File: src/rtl/wg_pkg.sv
package wg_pkg;
  typedef struct packed {
    logic setWel;
    logic clrWel;
    logic startArr;
    logic startSts;
  } wg_strobe_t;
endpackage

File: src/rtl/wg_ctrl.sv
module wg_ctrl
  import wg_pkg::*;
#(
  parameter int ADDR_W = 9
) (
  input  logic              clk,
  input  logic              rstN,
  input  logic              lowSupply,
  input  logic              wpPinN,
  input  logic              cmdWren,
  input  logic              cmdWrdi,
  input  logic              reqStatus,
  input  logic              reqArray,
  input  logic [ADDR_W-1:0] reqAddr,
  input  logic              busy,
  input  logic              wel,
  input  logic [1:0]        bp,
  output wg_strobe_t        strobes
);
  localparam bit PIN_GUARDS_DATA = (ADDR_W <= 9);

  logic inRegion;
  logic pinBlocksData;
  logic arrOk;
  logic stsOk;

  always_comb begin
    unique case (bp)
      2'b00:   inRegion = 1'b0;
      2'b01:   inRegion = (reqAddr[ADDR_W-1 -: 2] == 2'b11);
      2'b10:   inRegion = reqAddr[ADDR_W-1];
      default: inRegion = 1'b1;
    endcase
  end

  generate
    if (PIN_GUARDS_DATA) begin : g_pinData
      assign pinBlocksData = ~wpPinN;
    end else begin : g_noPinData
      assign pinBlocksData = 1'b0;
    end
  endgenerate

  assign arrOk = wel & ~lowSupply & ~inRegion & ~pinBlocksData;
  assign stsOk = wel & ~lowSupply & wpPinN;

  always_comb begin
    strobes = '0;
    if (!busy) begin
      if (cmdWrdi)        strobes.clrWel = 1'b1;
      else if (cmdWren)   strobes.setWel = 1'b1;
      else if (reqStatus) begin
        if (stsOk) strobes.startSts = 1'b1;
        else       strobes.clrWel   = 1'b1;
      end else if (reqArray) begin
        if (arrOk) strobes.startArr = 1'b1;
        else       strobes.clrWel   = 1'b1;
      end
    end
  end

  AST_LOWV_NO_START: assert property (@(posedge clk) disable iff (!rstN)
    lowSupply |-> !(strobes.startArr || strobes.startSts));
  AST_PIN_NO_STATUS: assert property (@(posedge clk) disable iff (!rstN)
    !wpPinN |-> !strobes.startSts);
endmodule

File: src/rtl/wg_dpath.sv
module wg_dpath
  import wg_pkg::*;
#(
  parameter int WRITE_CYCLES = 250000
) (
  input  logic       clk,
  input  logic       rstN,
  input  wg_strobe_t strobes,
  input  logic [7:0] statusIn,
  output logic       wel,
  output logic [1:0] bp,
  output logic       wpen,
  output logic       busyR,
  output logic       grantArray,
  output logic       grantStatus
);
  localparam int CNT_W = $clog2(WRITE_CYCLES + 1);
  localparam logic [CNT_W-1:0] CNT_MAX = CNT_W'(WRITE_CYCLES - 1);

  logic [CNT_W-1:0] cnt;

  always_ff @(posedge clk) begin
    if (!rstN) begin
      wel         <= 1'b0;
      bp          <= 2'b00;
      wpen        <= 1'b0;
      busyR       <= 1'b0;
      cnt         <= '0;
      grantArray  <= 1'b0;
      grantStatus <= 1'b0;
    end else begin
      grantArray  <= strobes.startArr;
      grantStatus <= strobes.startSts;
      if (busyR) begin
        if (cnt == '0) begin
          busyR <= 1'b0;
          wel   <= 1'b0;
        end else begin
          cnt <= cnt - 1'b1;
        end
      end else begin
        if (strobes.clrWel) wel <= 1'b0;
        if (strobes.setWel) wel <= 1'b1;
        if (strobes.startArr || strobes.startSts) begin
          busyR <= 1'b1;
          cnt   <= CNT_MAX;
        end
        if (strobes.startSts) begin
          wpen <= statusIn[7];
          bp   <= statusIn[3:2];
        end
      end
    end
  end

  AST_WEL_DROPS_AT_DONE: assert property (@(posedge clk) disable iff (!rstN)
    $fell(busyR) |-> !wel);
  AST_BUSY_FREEZES: assert property (@(posedge clk) disable iff (!rstN)
    ($past(busyR) && busyR) |-> ($stable(bp) && $stable(wpen) && !grantArray && !grantStatus));
  AST_GRANT_NEEDS_WEL: assert property (@(posedge clk) disable iff (!rstN)
    (grantArray || grantStatus) |-> $past(wel));
  AST_GRANT_STARTS_BUSY: assert property (@(posedge clk) disable iff (!rstN)
    (grantArray || grantStatus) |-> busyR);
endmodule

File: src/rtl/write_guard.sv
module write_guard
  import wg_pkg::*;
#(
  parameter int ADDR_W       = 9,
  parameter int WRITE_CYCLES = 250000
) (
  input  logic              clk,
  input  logic              rstN,
  input  logic              lowSupply,
  input  logic              wpPinN,
  input  logic              cmdWren,
  input  logic              cmdWrdi,
  input  logic              reqStatus,
  input  logic [7:0]        statusIn,
  input  logic              reqArray,
  input  logic [ADDR_W-1:0] reqAddr,
  output logic              grantArray,
  output logic              grantStatus,
  output logic              busy,
  output logic [7:0]        statusOut
);
  wg_strobe_t strobes;
  logic       wel;
  logic       wpen;
  logic [1:0] bp;

  wg_ctrl #(.ADDR_W(ADDR_W)) u_ctrl (
    .clk(clk), .rstN(rstN), .lowSupply(lowSupply), .wpPinN(wpPinN),
    .cmdWren(cmdWren), .cmdWrdi(cmdWrdi), .reqStatus(reqStatus),
    .reqArray(reqArray), .reqAddr(reqAddr), .busy(busy), .wel(wel),
    .bp(bp), .strobes(strobes)
  );

  wg_dpath #(.WRITE_CYCLES(WRITE_CYCLES)) u_dpath (
    .clk(clk), .rstN(rstN), .strobes(strobes), .statusIn(statusIn),
    .wel(wel), .bp(bp), .wpen(wpen), .busyR(busy),
    .grantArray(grantArray), .grantStatus(grantStatus)
  );

  assign statusOut = {wpen, 3'b000, bp, wel, busy};
endmodule

File: config.mk
export PLATFORM = sky130hd
export DESIGN_NAME = write_guard
export DESIGN_NICKNAME = d
export VERILOG_FILES = /design/src/rtl/wg_pkg.sv /design/src/rtl/wg_ctrl.sv /design/src/rtl/wg_dpath.sv /design/src/rtl/write_guard.sv
export SDC_FILE = /design/constraint.sdc
export NUM_CORES = 1
export LEC_CHECK = 0
export BUFFER_PORTS_ARGS = -buffer_cell sky130_fd_sc_hd__buf_2
export CORE_UTILIZATION = 40
export CTS_CLUSTER_DIAMETER = 150
export DETAILED_ROUTE_END_ITERATION = 10
export MAX_ROUTING_LAYER = met4
export PLACE_DENSITY_LB_ADDON = 0.2
export SLEW_MARGIN = 5
export SYNTH_ARGS = -nofsm -noshare
export SYNTH_HDL_FRONTEND = slang
export SYNTH_SLANG_ARGS = --single-unit
File: constraint.sdc
create_clock -name clk -period 1.6 [get_ports clk]
set_input_delay 0.16 -clock clk [delete_from_list [all_inputs] [get_ports clk]]
set_output_delay 0.16 -clock clk [all_outputs]
set_load 0.02 [all_outputs]
# Word-level counts from Yosys, hierarchy flattened
# Cells that the tools add are included.
# totals
reg_bits,25
# op_classes
n_addsub,1
n_eq_ne,5
muxes,25
n_bitwise,7
n_reduce_logical,8
# op_table
operator,count
18-bit two-way mux,3
18-bit logical NOT,1
18-bit by 1-bit subtractor with 18-bit output (second input constant),1
1-bit two-way mux,17
2-bit AND reduction,3
1-bit AND,4
2-bit == test (second input constant),2
2-bit two-way mux,2
4-bit two-way mux,1
2-bit inequality test (second input constant),2
3-bit two-way mux,1
1-bit inverter,3
1-bit case mux with 3 select lines,1
3-bit nonzero test,1
2-bit by 1-bit == test with 1-bit output (second input constant),1
2-bit logical NOT,1
2-bit nonzero test,1
1-bit logical OR,1

# Logic depth before layout (Yosys ltp)
# Gate-level depths: netlist of the first run.
# logic_depth
ltp_word,14
depth_mapped,8
mapped_depth_nobuf,7

# Cells and area by module
# A second synthesis of the first run with hierarchy kept.
# hier_totals
cells_unflattened,157
area_unflattened_um2,1380.1
# modules_own_cells
module,instances,cells_each,area_each_um2,seq_area_each_um2
wg_dpath,1,137,1241.2,500.5
wg_ctrl,1,13,90.1,0.0
write_guard,1,7,48.8,0.0

# Worst setup path before layout of the first run
# Ideal clock, no wire load.
# synth_path
kind,register to register
from,register u_dpath.cnt[0]
to,register u_dpath.cnt[1]
setup_ns,0.074
arrival_time_ns,1.657
path_slack_ns,-0.131
path_stages_with_launch,9
path_buffers,1
synth_period_minus_slack_ns,1.731
cell_sequence,dfxtp_1 inv_1 ha_1 nor3b_1 and2_1 buf_2 a21boi_0 a21o_1 a31oi_1
# synth_between
elab_chain_len,3
word_cells_on_any_way,6
classes_between,1 x add/sub; 1 x eq/ne; 2 x mux; 2 x reduce/logical
# synth_rtl
item,line,source
start: declaration,wg_dpath.sv:20,logic [CNT_W-1:0] cnt;
start signal: assignment,wg_dpath.sv:39,cnt <= cnt - 1'b1;
18-bit by 1-bit subtractor with 18-bit output or 18-bit logical NOT (tied branches),"wg_dpath.sv:39, wg_dpath.sv:35",
18-bit two-way mux or 2-bit inequality test (tied branches),n/a,
18-bit two-way mux or 2-bit AND reduction (tied branches),n/a,
# Parallel ways exist; a longest one is shown, timed or not. The select of a mux whose other input is x is not followed.
# A chain may end at the register's enable or synchronous reset.

# Worst setup path in the final report of the first run
# layout_path
from,register u_dpath.cnt[4]
to,register u_dpath.cnt[11]
# The elaborated chain is that of the path after synthesis.

==> qor.yml, run 1 <==
post_route_minimum_period_ns: 1.79
final_nets: 228
fmax_ghz: 0.559
dieWidth_um: 58.7
route.final.wire_length_mm: 3.38
r2r-start: "u_dpath.cnt[4]"
grt_start_max_net_pins: 15
timing.critical_path.slowest_cell_delay_ns: 0.43
post-route-period-util: 1.12
cts-buffers-inserted: 3
numClockSinks: 25
clkSlewWorstSetupHoldPaths_ns: 0.14
final_max_slew_viol_count: 0
finalWorstSetupSlack_ns: -0.189
gpl.final_weighted_congestion: 0.854
hold_class: "primary input to register"
clk-insertion-delay-late_ns: 0.32
chipHeight_um: 58.7
grt_ovf: 0
io_pins: 36
powerDensity_mw_per_mm2: 518
final_hold_viol_count: 0
synthTopCellsByArea: "sky130_fd_sc_hd__dfxtp_1 (39%), sky130_fd_sc_hd__a21oi_1 (7.4%), sky130_fd_sc_hd__xnor2_1 (6.1%)"
synth_top_area_frac: 0.389
io_buffers: 20
vdd_ir_drop_max_v: 0.000429
required_ns: 1.86
drt_iter0_drc: 43
fin_util: 0.617
timing.rr.end: "u_dpath.cnt[11]"
detailedPlace.worstSlack_ns: -0.124
ys_async_sr_fraction: 0
layout-drive-gt1-share: 0.463
cp_num_buf_inv: 0
number_of_cells_in_the_design_after_placement: 235
cts_tree: "done"
startpoint: "u_dpath.cnt[4]"
holdCritStartpoint: "statusIn[3]"
dp_hpwl_mm: 2.26
grt_pass1_vias: 1233
synth.yosys.seq_area_share: 0.389
antenna_cells_inserted: 0
remaining_drc_errors: 0
post_cts_hold_buffer_count: 0
endpoint_kind_of_the_worst_setup_timing_path: "register"
vias: 1304
postSynth.topFlopCell: "sky130_fd_sc_hd__dfxtp_1"
post_synthesis_cell_area_mm2: 0.00129
synth_edf_count: 0
path_cells: "nor4_4 -> nand2_2 -> or4_4 -> or3_1 -> a21oi_2"
yosys_warnings: 0
timing.critical_path.fanout_max: 3
failing_checks: "setup timing"
root_buffer: "sky130_fd_sc_hd__clkbuf_4"
setup_viol: 16
worst-setup-path-type: "register to register"
htreeDepth: 1
syn_avg_cell_area_um2: 8.35
whs_ns: 0.0789
power.static_leakage_nw: 0.725
num_rows: 20
syn_to_final_growth_pct: 46.4
start_util: 0.421
worst_setup_path_start_kind: "register"
cp.arrival_ns: 2.05
clock_tree.buffer_depth: 2
rsz0062_at_grt: "true"
worst-r2r-setup-slack_ns: -0.19
final_antenna_net_count: 0
global_route_wire_length_before_repair_mm: 5.38
design.core.area_mm2: 0.00305
worst_hold_path.endpoint: "u_dpath.bp[1]"
flip_flop_and_latch_count_after_synthesis: 25
synthesis.instances: 154
fin_skew_ns: 0.00679
rr_worst_depth: 5
max_cap_violations: 0
grt.total_usage: 0.210
synth.lib_cells_used.distinct: 39
via_per_inst: 5.32
timing.hold.worst_path_depth: 3
cpLargestDelayFamily: "simple AND/OR/NAND/NOR gates"
layout.cells.non_filler: 245
firstDrtPassIters: 4
crit_path_top_delay_cell: "sky130_fd_sc_hd__or4_4"
antenna_violations_before_repair: 0
die_area_mm2: 0.00345
status: "finished, violations left"
yosys.area.top_type: "sky130_fd_sc_hd__dfxtp_1"
routed_length_per_placed_instance_um: 13.8
-- metal layers --
layer  wire length [um]  track usage  vias to the layer above
li1                   -            -                      640
met1               1450        0.251                      628
met2               1760        0.360                       30
met3                119       0.0198                        6
met4                 41       0.0918                        0
met5                  0            -                        -
-- cells in the final DEF, fill, tap and decap left out, types with 2 or more instances in the layout --
cell type	instances
sky130_fd_sc_hd__nand3_1	7
sky130_fd_sc_hd__nor3_2	2
sky130_fd_sc_hd__nand4_1	4
sky130_fd_sc_hd__conb_1	3
sky130_fd_sc_hd__a21oi_4	2
sky130_fd_sc_hd__dfxtp_1	20
sky130_fd_sc_hd__buf_4	26
sky130_fd_sc_hd__dfxtp_4	2
sky130_fd_sc_hd__or3_1	2
sky130_fd_sc_hd__a31oi_1	3
sky130_fd_sc_hd__nor2_1	12
sky130_fd_sc_hd__buf_6	9
sky130_fd_sc_hd__and3_1	2
sky130_fd_sc_hd__a21oi_2	2
sky130_fd_sc_hd__nor3_4	2
sky130_fd_sc_hd__a211oi_2	3
sky130_fd_sc_hd__nand4b_1	2
sky130_fd_sc_hd__buf_2	20
sky130_fd_sc_hd__nand2_1	9
sky130_fd_sc_hd__clkbuf_4	3
sky130_fd_sc_hd__o21ai_0	6
sky130_fd_sc_hd__xnor2_1	8
sky130_fd_sc_hd__dfxtp_2	3
sky130_fd_sc_hd__nor4_4	2
sky130_fd_sc_hd__a21oi_1	15
sky130_fd_sc_hd__xor2_1	2
-- synth_stat cells, types with 2 or more instances --
cell                       instances
sky130_fd_sc_hd__a211oi_1          3
sky130_fd_sc_hd__a31oi_1           3
sky130_fd_sc_hd__nor3_1            4
sky130_fd_sc_hd__nand4b_1          2
sky130_fd_sc_hd__a21oi_1          19
sky130_fd_sc_hd__nor2_1           13
sky130_fd_sc_hd__nand2_1          10
sky130_fd_sc_hd__clkbuf_1          4
sky130_fd_sc_hd__buf_2             3
sky130_fd_sc_hd__dfxtp_1          25
sky130_fd_sc_hd__and3_1            2
sky130_fd_sc_hd__or3_1             2
sky130_fd_sc_hd__and2_1            2
sky130_fd_sc_hd__nor4_1            2
sky130_fd_sc_hd__nand4_1           4
sky130_fd_sc_hd__o21ai_0           7
sky130_fd_sc_hd__nand3_1           8
sky130_fd_sc_hd__nor4_4            2
sky130_fd_sc_hd__inv_1             3
sky130_fd_sc_hd__xnor2_1           9
sky130_fd_sc_hd__buf_4             7
sky130_fd_sc_hd__and4_1            2
sky130_fd_sc_hd__xor2_1            2
-- state kept, by name (all words and copies together) (netlist names) --
name                 flops
u_dpath.bp               2
u_dpath.busyR            1
u_dpath.cnt             18
u_dpath.grantArray       1
u_dpath.grantStatus      1
u_dpath.wel              1
u_dpath.wpen             1
-- repair_timing --
action,4_1_cts,5_1_grt
setup buffers,2,6
endpoints found under the setup margin,18,18
pin swaps,23,20
gates resized for setup,27,21
-- worst max path at each step --
stage / depth (start not counted) / slack [ns] / to
CTS: 5 / -0.12 / u_dpath.cnt[11]
global route: 5 / -0.24 / u_dpath.cnt[11]
floorplan: 5 / -0.11 / u_dpath.cnt[11]
finish: 5 / -0.19 / u_dpath.cnt[11]
detailed placement: 8 / -0.12 / u_dpath.cnt[17]
global placement: 8 / -0.1 / u_dpath.cnt[17]
-- cell families (layout without fill, tap and decap cells) --
group	Yosys count	count (layout)	synth area share
adder cells (fa/ha/maj)	1	1	0.00973
AND/OR/NAND/NOR	60	60	0.276
buffers and inverters	17	62	0.0729
other	1	3	0.00292
flip-flops	25	25	0.389
AO/OA/AOI/OAI	39	39	0.174
XOR/XNOR	11	11	0.0749
-- per-stage QoR --
step	TNS [ns]	instance area, um2	power [mW]
floorplan	-0.124	1320	0.677
global placement	-0.815	1610	0.697
detailed placement	-1.32	1610	0.698
CTS	-0.394	1750	0.979
global route	-2.22	1880	1.01
finish	-1.10	1880	0.975
-- worst register-to-register path: cells and delay by family (launching register included) --
| kind | cells | cell delay [ns] |
|---|---|---|
| AND/OR/NAND/NOR | 4 | 1.24 |
| flip-flops | 1 | 0.38 |
| AO/OA/AOI/OAI | 1 | 0.11 |
-- power breakdown --
part           switching (mW)  internal, mW  total (mW)  leakage [nW]
Sequential            0.00146         0.621       0.622         0.205
Combinational          0.0412        0.0278      0.0691         0.505
Clock                   0.186        0.0975       0.284        0.0150
-- cell type report --
| class | instances | area (um2) |
|---|---|---|
| Multi-Input combinational cell | 114 | 880 |
| Sequential cell | 25 | 512 |
| Fill cell | 279 | 1170 |
| Timing Repair Buffer | 55 | 397 |
| Tap cell | 44 | 55.1 |
| Clock buffer | 4 | 26.3 |
| Inverter | 3 | 13.8 |
Note: power is estimated with default switching activity, not from simulation.
==> run 2: changes to the inputs <==
- CTS_BUF_LIST: not set -> sky130_fd_sc_hd__clkbuf_8
- clock period: 1.6 -> 1.48 ns (I/O delays scaled with it)
==> run 2 against run 1 <==
- largest power group unchanged
- the run still ends with setup timing left
- setup slack got worse by 0.041 ns
- routed wire length is 3.1% lower
- critical path type unchanged
- non-clock buffer count increased by 4
- worst hold slack better by 0.044 ns
- clock power grew 41%
- sequential share of layout area fell by 0.47 points
- design area up 1.3%
==> qor.yml, run 2 (synthesized netlist as in run 1, its figures left out) <==
vias: 1268  # was 1304
reg_top3: "u_dpath.cnt: 18 flops, u_dpath.bp: 2 flops"  # unchanged
max_cap_violations: 0  # unchanged
power.static_leakage_nw: 0.749  # was 0.725 nW
syn_to_final_growth_pct: 48.2  # was 46.4%
final_antenna_net_count: 0  # unchanged
post-route-period-util: 1.16  # was 1.12
grt_use_met3: 0.0264  # was 0.0198
finalWorstSetupSlack_ns: -0.230  # was -0.189 ns
endpoint_kind_of_the_worst_setup_timing_path: "register"  # unchanged
final_nets: 232  # was 228
num_rows: 20  # unchanged
setup_viol: 18  # was 16
gpl.final_weighted_congestion: 0.866  # was 0.854
vdd_ir_drop_max_v: 0.000439  # was 0.000429 V
hold_class: "primary input to register"  # unchanged
clock_tree.buffer_depth: 2  # unchanged
holdCritStartpoint: "statusIn[2]"  # was statusIn[3]
dieWidth_um: 58.7  # unchanged
worst-r2r-setup-slack_ns: -0.23  # was -0.19 ns
rsz0062_at_grt: "true"  # unchanged
global_route_wire_length_before_repair_mm: 5.29  # was 5.38 mm
whs_ns: 0.123  # was 0.0789 ns
drt_iter0_drc: 38  # was 43
final_cell_mix: "sky130_fd_sc_hd__buf_4 (35), sky130_fd_sc_hd__buf_2 (20), sky130_fd_sc_hd__dfxtp_1 (20), sky130_fd_sc_hd__a21oi_1 (15), sky130_fd_sc_hd__nor2_1 (12)"  # was sky130_fd_sc_hd__buf_4 (26), sky130_fd_sc_hd__buf_2 (20), sky130_fd_sc_hd__dfxtp_1 (20), sky130_fd_sc_hd__a21oi_1 (15), sky130_fd_sc_hd__nor2_1 (12)
cts-buffers-inserted: 3  # unchanged
io_pins: 36  # unchanged
post_route_minimum_period_ns: 1.71  # was 1.79 ns
timing.critical_path.fanout_max: 2  # was 3
final_hold_viol_count: 0  # unchanged
grt.total_usage: 0.208  # was 0.210
final_max_slew_viol_count: 0  # unchanged
startpoint: "u_dpath.cnt[3]"  # was u_dpath.cnt[4]
status: "finished, violations left"  # unchanged
grt_pass1_vias: 1235  # was 1233
post_cts_hold_buffer_count: 0  # unchanged
routed_length_per_placed_instance_um: 13.1  # was 13.8 um
grt_most_used_layer: "met2"  # unchanged
design.core.area_mm2: 0.00305  # unchanged
htreeDepth: 1  # unchanged
worst-setup-path-type: "register to register"  # unchanged
mostFrequentLayoutCell: "sky130_fd_sc_hd__buf_4"  # unchanged
met2_usage: 0.340  # was 0.360
grt_ovf: 0  # unchanged
largest_reg_flops: 18  # unchanged
route.final.wire_length_mm: 3.27  # was 3.38 mm
finalPower_mw: 1.15  # was 975 uW
numClockSinks: 25  # unchanged
io_buffers: 20  # unchanged
clkSlewWorstSetupHoldPaths_ns: 0.09  # was 0.14 ns
clk-insertion-delay-late_ns: 0.27  # was 0.32 ns
antenna_violations_before_repair: 0  # unchanged
cp.arrival_ns: 1.92  # was 2.05 ns
register_bank_with_the_most_flops: "u_dpath.cnt"  # unchanged
fin_skew_ns: 0.00586  # was 0.00679 ns
antenna_cells_inserted: 0  # unchanged
root_buffer: "sky130_fd_sc_hd__clkbuf_8"  # was sky130_fd_sc_hd__clkbuf_4
remaining_drc_errors: 0  # unchanged
start_util: 0.421  # unchanged
failing_checks: "setup timing"  # unchanged
grt.met1_usage: 0.259  # was 0.251
chipHeight_um: 58.7  # unchanged
die_area_mm2: 0.00345  # unchanged
layout-drive-gt1-share: 0.468  # was 0.463
grt_start_max_net_pins: 15  # unchanged
dp_hpwl_mm: 2.35  # was 2.26 mm
firstDrtPassIters: 4  # unchanged
r2r-start: "u_dpath.cnt[3]"  # was u_dpath.cnt[4]
worst_setup_path_start_kind: "register"  # unchanged
cts_tree: "done"  # unchanged
via_per_inst: 5.09  # was 5.32
powerDensity_mw_per_mm2: 601  # was 518 mW/mm2
required_ns: 1.69  # was 1.86 ns
fmax_ghz: 0.585  # was 0.559 GHz
## run 2: cell count changes in the layout (fill, tap and decap cells not counted), sizes merged
cell,previous run,this run
buf,55,59
inv,3,4
clkbuf,4,3
## run 2: through the flow
step,TNS [ns],instances,utilization,setup WS (ns),cell area [um2]
6_report,-2.55,249,0.625,-0.230,1910
5_1_grt,-4.23,249,0.625,-0.297,1910
4_1_cts,-2.39,245,0.590,-0.229,1800
3_5_place_dp,-2.99,238,0.545,-0.233,1660
3_3_place_gp,-2.05,238,0.545,-0.191,1660
2_1_floorplan,-0.852,156,-,-0.233,1360
## run 2: worst max-delay path: stages, from the launching register on
cell                      delay, ns
sky130_fd_sc_hd__dfxtp_2       0.35
sky130_fd_sc_hd__nor4_4        0.33
sky130_fd_sc_hd__nand2_2       0.10
sky130_fd_sc_hd__or4_4         0.43
sky130_fd_sc_hd__or3_4         0.34
sky130_fd_sc_hd__a21oi_2       0.11
## run 2: per-layer routing
layer / vias to the layer above / wire length, um
met5: - / 0
met4: 0 / 42
met3: 5 / 62
met2: 17 / 1630
met1: 597 / 1540
li1: 649 / -
## run 2: final timing paths
| kind | endpoint | cells past startpoint |
|---|---|---|
| max | u_dpath.cnt[11] | 5 |
| min reg2reg | u_dpath.wpen | 2 |
| min | u_dpath.bp[0] | 3 |
| max reg2reg | u_dpath.cnt[11] | 5 |
## run 2: what timing repair did
item                                    CTS  global route
gates resized for setup                  17            16
pin swaps                                12            15
setup buffers                             3             4
endpoints found under the setup margin   20            20
## run 2: cell type report
class	count	area, um2
multi-input cells	114	876
well taps	44	55.1
clock inverters	1	3.75
fillers	269	1150
inverters	3	13.8
repair buffers	59	408
clock buffers	3	41.3
flip-flops and latches	25	509
## run 2: where the power goes
group          switching (mW)  leakage (nW)  internal (mW)  total (mW)
logic                  0.0428         0.518         0.0285      0.0714
clock network           0.215        0.0269          0.186       0.401
registers             0.00155         0.204          0.672       0.673
